<file path="config.mk">
export PLATFORM = sky130hd
export DESIGN_NAME = res_bank_ctrl
export DESIGN_NICKNAME = d
export VERILOG_FILES = /design/src/rtl/rbc_pkg.sv /design/src/rtl/rbc_coefs.sv /design/src/rtl/rbc_seq.sv /design/src/rtl/rbc_state.sv /design/src/rtl/res_bank_ctrl.sv
export SDC_FILE = /design/constraint.sdc
export NUM_CORES = 2
export LEC_CHECK = 0
export BUFFER_PORTS_ARGS = -buffer_cell sky130_fd_sc_hd__clkbuf_2
export CAP_MARGIN = 5
export CORE_MARGIN = 5
export CORE_UTILIZATION = 50
export DETAILED_ROUTE_END_ITERATION = 12
export PLACE_DENSITY = 0.64
export SLEW_MARGIN = 0
export SYNTH_ARGS = -nofsm -noshare
export SYNTH_HDL_FRONTEND = slang
export SYNTH_SLANG_ARGS = --single-unit
</file>
<file path="constraint.sdc">
create_clock -name clk -period 24.2 [get_ports clk]
set_input_delay 4.84 -clock clk [delete_from_list [all_inputs] [get_ports clk]]
set_output_delay 4.84 -clock clk [all_outputs]
set_load 0.02 [all_outputs]
</file>
<file path="src/rtl/rbc_pkg.sv">
// Shared types for the resonant-bank regulator.
// Assumes: one product per clock on a single shared multiplier.
package rbc_pkg;

    // What the accumulator does with the product of the current step
    typedef enum logic [2:0] {
        K_IDLE,
        K_SEC_FIRST,
        K_SEC_MID,
        K_SEC_LAST,
        K_PROP,
        K_DAMP
    } op_kind_e;

    // Which operand feeds the shared multiplier
    typedef enum logic [2:0] {
        S_ERR,
        S_ERR_D,
        S_Y1,
        S_Y2,
        S_IC
    } opnd_sel_e;

endpackage

</file>
<file path="src/rtl/rbc_coefs.sv">
// Coefficient register file.
// Holds NCOEF signed coefficients. The index layout matches the step
// number of the sequencer: 4k..4k+3 are b0,b1,a1,a2 of section k, then
// Kp, then Kad. Writes to indices at or beyond NCOEF are dropped.
module rbc_coefs #(
    parameter int NCOEF = 30,
    parameter int CW    = 18,
    localparam int CAW  = $clog2(NCOEF)
) (
    input  logic                 clk,
    input  logic                 rst_n,
    input  logic                 we,
    input  logic [CAW-1:0]       addr,
    input  logic signed [CW-1:0] wdata,
    input  logic [CAW-1:0]       rd_idx,
    output logic signed [CW-1:0] rd_coef
);

    logic signed [CW-1:0] regs [NCOEF];

    // Store a coefficient; reset clears the whole file
    always_ff @(posedge clk) begin
        if (!rst_n) begin
            for (int i = 0; i < NCOEF; i++) regs[i] <= '0;
        end else if (we && int'(addr) < NCOEF) begin
            regs[addr] <= wdata;
        end
    end

    // Read port addressed by the current sequencer step
    always_comb begin
        rd_coef = '0;
        if (int'(rd_idx) < NCOEF) rd_coef = regs[rd_idx];
    end

    // a write lands at the addressed index
    a_r3_coef_write: assert property (@(posedge clk) disable iff (!rst_n)
        (we && int'(addr) < NCOEF) |=> (regs[$past(addr)] == $past(wdata)));

endmodule

</file>
<file path="src/rtl/rbc_seq.sv">
// Step sequencer for the shared multiply-accumulate unit.
// A strobe accepted while idle starts NOPS = 4*NSEC+2 steps, one per
// clock. Strobes during a run are ignored. clr aborts the run. fin
// pulses on the clock after the last step.
module rbc_seq
    import rbc_pkg::*;
#(
    parameter int NSEC  = 7,
    localparam int NOPS = 4 * NSEC + 2,
    localparam int OPW  = $clog2(NOPS)
) (
    input  logic           clk,
    input  logic           rst_n,
    input  logic           clr,
    input  logic           strobe,
    output logic           start,
    output logic           busy,
    output logic           fin,
    output logic [OPW-1:0] op,
    output op_kind_e       kind,
    output opnd_sel_e      sel
);

    localparam logic [OPW-1:0] LAST_OP = OPW'(NOPS - 1);
    localparam logic [OPW-1:0] PROP_OP = OPW'(4 * NSEC);

    assign start = strobe && !busy && !clr;

    // Step counter and run flag
    always_ff @(posedge clk) begin
        if (!rst_n || clr) begin
            busy <= 1'b0;
            op   <= '0;
            fin  <= 1'b0;
        end else begin
            fin <= 1'b0;
            if (start) begin
                busy <= 1'b1;
                op   <= '0;
            end else if (busy) begin
                if (op == LAST_OP) begin
                    busy <= 1'b0;
                    fin  <= 1'b1;
                end else begin
                    op <= op + 1'b1;
                end
            end
        end
    end

    // Decode the step into accumulator action and operand choice
    always_comb begin
        kind = K_IDLE;
        sel  = S_ERR;
        if (busy) begin
            if (op < PROP_OP) begin
                unique case (op[1:0])
                    2'd0: begin kind = K_SEC_FIRST; sel = S_ERR;   end
                    2'd1: begin kind = K_SEC_MID;   sel = S_ERR_D; end
                    2'd2: begin kind = K_SEC_MID;   sel = S_Y1;    end
                    default: begin kind = K_SEC_LAST; sel = S_Y2;  end
                endcase
            end else if (op == PROP_OP) begin
                kind = K_PROP;
                sel  = S_ERR;
            end else begin
                kind = K_DAMP;
                sel  = S_IC;
            end
        end
    end

    // an accepted strobe starts a run
    a_r8_start_runs: assert property (@(posedge clk) disable iff (!rst_n)
        start |=> busy);

    // a running sequence only advances; a strobe never restarts it
    a_r9_no_restart: assert property (@(posedge clk) disable iff (!rst_n)
        (busy && !clr) |=> (!busy || op == $past(op) + 1'b1));

    // fin is issued only once the run is over
    a_r8_fin_idle: assert property (@(posedge clk) disable iff (!rst_n)
        fin |-> !busy);

endmodule

</file>
<file path="src/rtl/rbc_state.sv">
// Resonator state file: the last two outputs of each section.
// A write shifts y1 into y2 and stores the new output in y1.
// clr zeroes every section in one clock.
module rbc_state #(
    parameter int NSEC = 7,
    parameter int SW   = 24,
    localparam int SIW = (NSEC > 1) ? $clog2(NSEC) : 1
) (
    input  logic                 clk,
    input  logic                 rst_n,
    input  logic                 clr,
    input  logic                 wr_en,
    input  logic [SIW-1:0]       wr_idx,
    input  logic signed [SW-1:0] wr_val,
    input  logic [SIW-1:0]       rd_idx,
    output logic signed [SW-1:0] rd_y1,
    output logic signed [SW-1:0] rd_y2
);

    logic signed [SW-1:0] y1 [NSEC];
    logic signed [SW-1:0] y2 [NSEC];
    logic [NSEC-1:0]      nz;

    // Section history update, cleared by reset or clr
    always_ff @(posedge clk) begin
        if (!rst_n || clr) begin
            for (int i = 0; i < NSEC; i++) begin
                y1[i] <= '0;
                y2[i] <= '0;
            end
        end else if (wr_en && int'(wr_idx) < NSEC) begin
            y2[wr_idx] <= y1[wr_idx];
            y1[wr_idx] <= wr_val;
        end
    end

    // Read the history of the section being evaluated
    always_comb begin
        rd_y1 = '0;
        rd_y2 = '0;
        if (int'(rd_idx) < NSEC) begin
            rd_y1 = y1[rd_idx];
            rd_y2 = y2[rd_idx];
        end
    end

    // Per-section nonzero flags, used to check the clear
    for (genvar g = 0; g < NSEC; g++) begin : g_nz
        assign nz[g] = (|y1[g]) || (|y2[g]);
    end

    // clr leaves no section history behind
    a_r10_clear_state: assert property (@(posedge clk) disable iff (!rst_n)
        clr |=> (nz == '0));

endmodule

</file>
<file path="src/rtl/res_bank_ctrl.sv">
// Per-phase resonant-bank voltage regulator (top).
// Assumes: coefficients are loaded while idle; strobes come at least
// 4*NSEC+3 clocks apart (faster ones are dropped). The output is
// vref + Kp*e + sum of sections - Kad*icap, clamped to +/-OUT_LIM.
module res_bank_ctrl
    import rbc_pkg::*;
#(
    parameter int DW      = 16,
    parameter int CW      = 18,
    parameter int FRAC    = 14,
    parameter int NSEC    = 7,
    parameter int SW      = 24,
    parameter int OUT_LIM = 32767
) (
    input  logic                            clk,
    input  logic                            rst_n,
    input  logic                            clr,
    input  logic                            strobe,
    input  logic signed [DW-1:0]            vref,
    input  logic signed [DW-1:0]            vmeas,
    input  logic signed [DW-1:0]            icap,
    input  logic                            cfg_we,
    input  logic [$clog2(4*NSEC+2)-1:0]     cfg_addr,
    input  logic signed [CW-1:0]            cfg_data,
    output logic signed [DW-1:0]            vout,
    output logic                            done
);

    localparam int NCOEF = 4 * NSEC + 2;
    localparam int OPW   = $clog2(NCOEF);
    localparam int SIW   = (NSEC > 1) ? $clog2(NSEC) : 1;
    localparam int PW    = SW + CW;
    localparam int AW    = PW + 4;
    localparam logic signed [AW-1:0] S_MAX = AW'((64'sd1 <<< (SW - 1)) - 1);
    localparam logic signed [AW-1:0] S_MIN = ~S_MAX;
    localparam logic signed [AW-1:0] O_MAX = AW'(OUT_LIM);
    localparam logic signed [AW-1:0] O_MIN = -O_MAX;

    // Clamp a wide sum into the section state range
    function automatic logic signed [SW-1:0] clamp_state(input logic signed [AW-1:0] v);
        if (v > S_MAX)      return S_MAX[SW-1:0];
        else if (v < S_MIN) return S_MIN[SW-1:0];
        else                return v[SW-1:0];
    endfunction

    // Clamp a wide sum into the output range
    function automatic logic signed [DW-1:0] clamp_out(input logic signed [AW-1:0] v);
        if (v > O_MAX)      return O_MAX[DW-1:0];
        else if (v < O_MIN) return O_MIN[DW-1:0];
        else                return v[DW-1:0];
    endfunction

    logic                 start, busy, fin;
    logic [OPW-1:0]       op;
    op_kind_e             kind;
    opnd_sel_e            sel;
    logic signed [CW-1:0] coef;
    logic signed [SW-1:0] y1, y2, y_new;
    logic [SIW-1:0]       sec_idx;

    logic signed [DW:0]   err_in, e_q, e1_q;
    logic signed [DW-1:0] ic_q, ff_q;
    logic signed [SW-1:0] opnd;
    logic signed [PW-1:0] prod;
    logic signed [AW-1:0] prod_x, prod_sh, sec_acc, sec_sum, tot, out_sum, y_x, vout_x;

    rbc_seq #(.NSEC(NSEC)) u_seq (
        .clk(clk), .rst_n(rst_n), .clr(clr), .strobe(strobe),
        .start(start), .busy(busy), .fin(fin),
        .op(op), .kind(kind), .sel(sel)
    );

    rbc_coefs #(.NCOEF(NCOEF), .CW(CW)) u_coefs (
        .clk(clk), .rst_n(rst_n), .we(cfg_we), .addr(cfg_addr),
        .wdata(cfg_data), .rd_idx(op), .rd_coef(coef)
    );

    assign sec_idx = SIW'(op >> 2);

    rbc_state #(.NSEC(NSEC), .SW(SW)) u_state (
        .clk(clk), .rst_n(rst_n), .clr(clr),
        .wr_en(kind == K_SEC_LAST), .wr_idx(sec_idx), .wr_val(y_new),
        .rd_idx(sec_idx), .rd_y1(y1), .rd_y2(y2)
    );

    // Error with one guard bit so the difference never wraps
    assign err_in = {vref[DW-1], vref} - {vmeas[DW-1], vmeas};

    // Operand for the shared multiplier
    always_comb begin
        unique case (sel)
            S_ERR:   opnd = {{(SW-DW-1){e_q[DW]}}, e_q};
            S_ERR_D: opnd = {{(SW-DW-1){e1_q[DW]}}, e1_q};
            S_Y1:    opnd = y1;
            S_Y2:    opnd = y2;
            default: opnd = {{(SW-DW){ic_q[DW-1]}}, ic_q};
        endcase
    end

    // Product, section result and clamped output sum
    always_comb begin
        prod    = opnd * coef;
        prod_x  = {{(AW-PW){prod[PW-1]}}, prod};
        prod_sh = prod_x >>> FRAC;
        sec_sum = (sec_acc + prod_x) >>> FRAC;
        y_new   = clamp_state(sec_sum);
        y_x     = {{(AW-SW){y_new[SW-1]}}, y_new};
        out_sum = tot + {{(AW-DW){ff_q[DW-1]}}, ff_q};
        vout_x  = {{(AW-DW){vout[DW-1]}}, vout};
    end

    // Input capture, accumulation and output register
    always_ff @(posedge clk) begin
        if (!rst_n) begin
            e_q     <= '0;
            e1_q    <= '0;
            ic_q    <= '0;
            ff_q    <= '0;
            sec_acc <= '0;
            tot     <= '0;
            vout    <= '0;
            done    <= 1'b0;
        end else if (clr) begin
            e1_q <= '0;
            done <= 1'b0;
        end else begin
            done <= 1'b0;
            if (start) begin
                e_q  <= err_in;
                ic_q <= icap;
                ff_q <= vref;
                tot  <= '0;
            end
            unique case (kind)
                K_SEC_FIRST: sec_acc <= prod_x;
                K_SEC_MID:   sec_acc <= sec_acc + prod_x;
                K_SEC_LAST:  tot     <= tot + y_x;
                K_PROP:      tot     <= tot + prod_sh;
                K_DAMP:      tot     <= tot - prod_sh;
                default: ;
            endcase
            if (fin) begin
                vout <= clamp_out(out_sum);
                done <= 1'b1;
                e1_q <= e_q;
            end
        end
    end

    // done follows the end of the step sequence by one clock
    a_r8_done_after_fin: assert property (@(posedge clk) disable iff (!rst_n)
        done |-> $past(fin));

    // done lasts exactly one cycle
    a_r8_done_single: assert property (@(posedge clk) disable iff (!rst_n)
        done |=> !done);

    // the output moves only when done is raised
    a_r8_out_holds: assert property (@(posedge clk) disable iff (!rst_n)
        !done |-> $stable(vout));

    // a published output stays inside the clamp range
    a_r7_out_range: assert property (@(posedge clk) disable iff (!rst_n)
        done |-> (vout_x <= O_MAX && vout_x >= O_MIN));

    // clear suppresses the pending result
    a_r10_clear_abort: assert property (@(posedge clk) disable iff (!rst_n)
        clr |=> !done);

endmodule

</file>
# After elaboration in Yosys (flattened, before gate mapping)
# Memories as Yosys holds them, arrays and structs flattened. A register that Yosys moved wholly into a read port is not among the register bits.
# Cells that the tools add are included.
# classes
multipliers	1
n_addsub	7
n_lt_le_gt_ge	8
eq_ne	12
bitwise	4
reduce_logical	24
n_div	0
n_shift	0
n_mux	48
# ops
cell	count
$mux W24	6
$pmux W46 S3	1
$pmux W24 S4	1
$pmux W46 S2	1
$reduce_or A24 Y1	2
$add A46 B24 Y46	1
$add A46 B28 Y46	1
$add A46 B42 Y46	1
$add A46 B46 Y46	1
$gt A46 B16 Y1 const B	1
$lt A46 B16 Y1 const B	1
$mux W46	1
$sub A46 B28 Y46	1
$mul A24 B18 Y42	1
$mux W18	2
$mux W3	11
$gt A32 B24 Y1 const B	1
$lt A32 B24 Y1 const B	1
$mux W16	2
$mux W1	18
$reduce_or A18 Y1	1
$sub A16 B16 Y17	1
$lt A5 B5 Y1 const B	3
$mux W5	3
other kinds (21)	41
# word_totals
word_cells	118
register_bits	182
romBits	0
out_inout_bits	17
mem_bits_rw	876
latchBits	0
n_memories	3
in_bits	76
# memory_table
memory	words	word_bits	rd	rd_ports_with_merged_regs	write_ports	line_no	text
u_coefs.regs	30	18	1	1	30	rbc_coefs.sv:19	logic signed [CW-1:0] regs [NCOEF];
u_state.y1	7	24	1	1	7	rbc_state.sv:20	logic signed [SW-1:0] y1 [NSEC];
u_state.y2	7	24	1	1	7	rbc_state.sv:21	logic signed [SW-1:0] y2 [NSEC];

# Logic depth before layout (Yosys ltp)
# depth
depth_word	13
ltp_mapped	66

# Modules after synthesis
# From an unflattened synthesis, not the netlist that was laid out.
# unflattened
hier_cells	7301
hier_area_um2	76555.9
# by_module_without_submodules
mod	n_inst	area_per_inst_um2	seq_area_each_um2	cells_each
res_bank_ctrl	1	34117.7	3503.4	4296
rbc_coefs	1	25968.7	17176.5	1651
rbc_state	1	16029.1	9609.2	1299
rbc_seq	1	440.4	140.1	55

# Worst setup path before layout
# Ideal clock, no wire load.
# synth_timing
path_kind	flip-flop to flip-flop
from	reg (tool-made name)
to	reg tot[44]
setup_ns	0.074
arrival_ns	15.211
slack_ns	8.915
path_stages_with_launch	59
n_path_buf	7
path_cell_list	dfxtp_1 > clkbuf_1 > buf_1 > buf_1 > mux4_2 > mux4_2 > mux2i_1 > nor2_1 > clkbuf_1 > and2_1 > fa_1 > inv_1 > fa_1 > fa_1 > fa_1 > inv_1 > fa_1 > inv_1 > (+23 left out) > ha_1 > inv_1 > a211oi_1 > xor2_1 > o21ai_1 > ha_1 > a21o_1 > a21o_1 > a21o_1 > a21o_1 > a211o_1 > a2bb2oi_1 > a41oi_1 > o41ai_1 > o21ai_0 > nand2_1 > mux2_2 > o21ai_0
# synth_lines
element	line_no	text
end signal: assignment	res_bank_ctrl.sv:137	K_SEC_LAST: tot <= tot + y_x;
end signal: assignment	res_bank_ctrl.sv:138	K_PROP: tot <= tot + prod_sh;
end signal: assignment	res_bank_ctrl.sv:139	K_DAMP: tot <= tot - prod_sh;
end: declaration	res_bank_ctrl.sv:65	logic signed [AW-1:0] prod_x, prod_sh, sec_acc, sec_sum, tot, out_sum, y_x, vout_x;

==> results.sh <==
export IMPL_outcome="finished, final reports clean"
export IMPL_setup_violations=0
export IMPL_crit_family="compound AO/OA/AOI/OAI gates"
export IMPL_antenna_found_initial=10
export IMPL_clkLatencyLatePin_ns=0.78
export IMPL_synth_seq_area_share=0.422
export IMPL_final_common_cell="edfxtp_1"
export IMPL_die_h_um=400
export IMPL_crit_slowest_cell="o311ai_1"
export IMPL_netlist_area_um2=76000
export IMPL_place_congestion=0.970
export IMPL_maxCapViolCount=0
export IMPL_syn_inst=6944
export IMPL_ys_warn_count=0
export IMPL_io_pins=93
export IMPL_synth_top_family_by_area="adder cells"
export IMPL_critPathRequiredTime_ns=24.90
export IMPL_startpoint_type="register"
export IMPL_fin_ws_ns=4.94
export IMPL_tightest_slew_ns=1.27
export IMPL_cp_data_arrival_time_ns=19.96
export IMPL_grt_remaining_overflow=0
export IMPL_crit_fanout=35
export IMPL_fin_crit_sh=0.796
export IMPL_max_stage_delay_ns=0.76
export IMPL_cp_common_cell="a21o_1"
export IMPL_grt_pass1_vias=54200
export IMPL_grt_max_degree=107
export IMPL_synth_adder_area_share=0.156
export IMPL_yosys_area_top_type="edfxtp_1"
export IMPL_slew_viol_final=0
export IMPL_fin_util=0.549
export IMPL_path_buf_inv=9
export IMPL_route_detailed_drc=0
export IMPL_max_freq_mhz=51.9
export IMPL_critical_path_endpoint_type="register"
export IMPL_synthTopCellsByArea="edfxtp_1 36%, fa_1 11%, mux4_2 8.2%, dfxtp_1 6.2%, and2_1 5.6%"
export IMPL_hold_path_class="reg2reg"
export IMPL_core_area_um2=152000
export IMPL_drt_iter0_markers=5388
export IMPL_fin_crit_ns=19.26
export IMPL_via_per_inst=5.96
export IMPL_slew_headroom=0.151
export IMPL_hold_viol=0
export IMPL_drt_pass1_iterations=6
export IMPL_finClkSkew_ns=0.0419
export IMPL_rows=143
export IMPL_cts_made_buffers=130
export IMPL_synth_mux_area_fraction=0.0953
export IMPL_dp_hpwl_um=164000
export IMPL_cts_sinks=1147
export IMPL_syn_avg_cell_area_um2=10.9
export IMPL_wl_per_cell_um=25.2
export IMPL_dr_total_vias=54300
export IMPL_ys_types=108
export IMPL_die_w_um=400
export IMPL_hold_buffers=0
export IMPL_place_port_buffers=92
export IMPL_fp_dieArea_um2=160000
export IMPL_ctsLongestPathBuffers=3
export IMPL_ys_ff_latch=1147
export IMPL_ant_nets=0
export IMPL_nets=7745
export IMPL_ys_flop_type="edfxtp_1"
export IMPL_cts_tree="done"
export IMPL_tns_ns=0
export IMPL_yosys_area_share_simple=0.155
export IMPL_cts_setup_buffers=0
export IMPL_cts_max_level=4
export IMPL_synth_xor_area_share=0.0208
export IMPL_track_usage=0.287
export IMPL_rsz0062_at_grt="no"
export IMPL_clkSlewWorstSetupHoldPaths_ns=0.06
export IMPL_drive_above_1_share=0.112
export IMPL_async_reset_ff_frac=0
export IMPL_cts_root_buf="clkbuf_16"
export IMPL_pre_cts_ws_ns=5.33
export IMPL_path_class="reg2reg"
export IMPL_wirelength_um=230000
export IMPL_final_cell_mix="912 x edfxtp_1, 674 x and2_1, 648 x inv_1, 589 x nand2_1, 573 x nor2_1"
export IMPL_synth_compound_area_share=0.0974
export IMPL_start_util=0.502
export IMPL_synth_top_cell_area_share=0.360
export IMPL_cts_resized_gates=0
export IMPL_syn_to_final_growth_pct=9.42
export IMPL_grt_first_pass_wirelength_um=344000
export IMPL_synth_edff_count=912
[worst min-delay path: stages, from the launching register on]
cell and delay (ns):
dfxtp_1 0.31, nand3_1 0.06, nand2_1 0.05
[state kept, by name, indices dropped and copies added (netlist names), named ones only]
name          flops
vout             16
ff_q             16
u_coefs.regs    576
u_seq.busy        1
u_state.y1      192
tot              46
e1_q             17
u_seq.op          5
done              1
u_seq.fin         1
e_q              17
u_state.y2      192
sec_acc          46
ic_q             16
[per-layer routing]
metal	track usage	vias to the layer above	wire (um)	share of wire
li1	-	24300	-	-
met1	0.376	27400	91900	0.40
met2	0.482	2123	112000	0.49
met3	0.0445	430	16200	0.070
met4	0.113	6	9760	0.042
met5	0	-	46	0.00020
[kinds of logic after synthesis]
logic type / Yosys count
xor gates and xnor gates: 179
AOI/OAI and AO/OA: 1114
buffers and inverters: 1060
and+or+nand+nor: 2373
DFF: 1147
other: 1
muxes: 378
adders and majority gates: 692
[synth_stat cells, drive strengths merged, types with 31 or more instances]
| library cell | number |
|---|---|
| a211oi | 60 |
| a21o | 95 |
| a21oi | 266 |
| a221o | 31 |
| and2 | 678 |
| buf | 65 |
| clkbuf | 346 |
| dfxtp | 235 |
| edfxtp | 912 |
| fa | 430 |
| ha | 262 |
| inv | 649 |
| mux2i | 93 |
| mux4 | 276 |
| nand2 | 597 |
| nand2b | 74 |
| nand3 | 129 |
| nand4 | 35 |
| nor2 | 580 |
| nor3 | 91 |
| o211ai | 43 |
| o21a | 40 |
| o21ai | 270 |
| o22ai | 40 |
| or3 | 32 |
| xnor2 | 125 |
| xor2 | 54 |
[metrics by stage]
step	hold slack (ns)	instances	instance area, um2
6_report	0.458	9118	83200
5_1_grt	0.473	9114	83200
4_1_cts	0.460	9112	83200
3_5_place_dp	0.450	8875	79000
3_3_place_gp	0.444	8875	79000
2_1_floorplan	0.431	7027	76300
[path summary, 6_finish.rpt]
check	from	endpoint	slack (ns)	depth (start not counted)
worst max-delay path	register	tot[42]	4.94	53
worst min-delay path	u_state.y1[6][12]	u_state.y1[6][12]	0.46	2
worst max register to register	register	tot[42]	4.94	53
worst min register to register	u_state.y1[6][12]	u_state.y1[6][12]	0.46	2
[cell type report]
class / instances / area (um2)
well taps: 2030 / 2540
inverters: 649 / 2440
repair buffers: 229 / 1520
clock buffers: 184 / 3600
multi-input cells: 4820 / 40400
fillers: 13000 / 68400
diodes: 6 / 15.0
flip-flops and latches: 1147 / 32100
clock inverters: 53 / 564
Power is left out: the tool's default activity adds up to more than one toggle a clock period on the data nets, which glitch-free logic cannot reach.
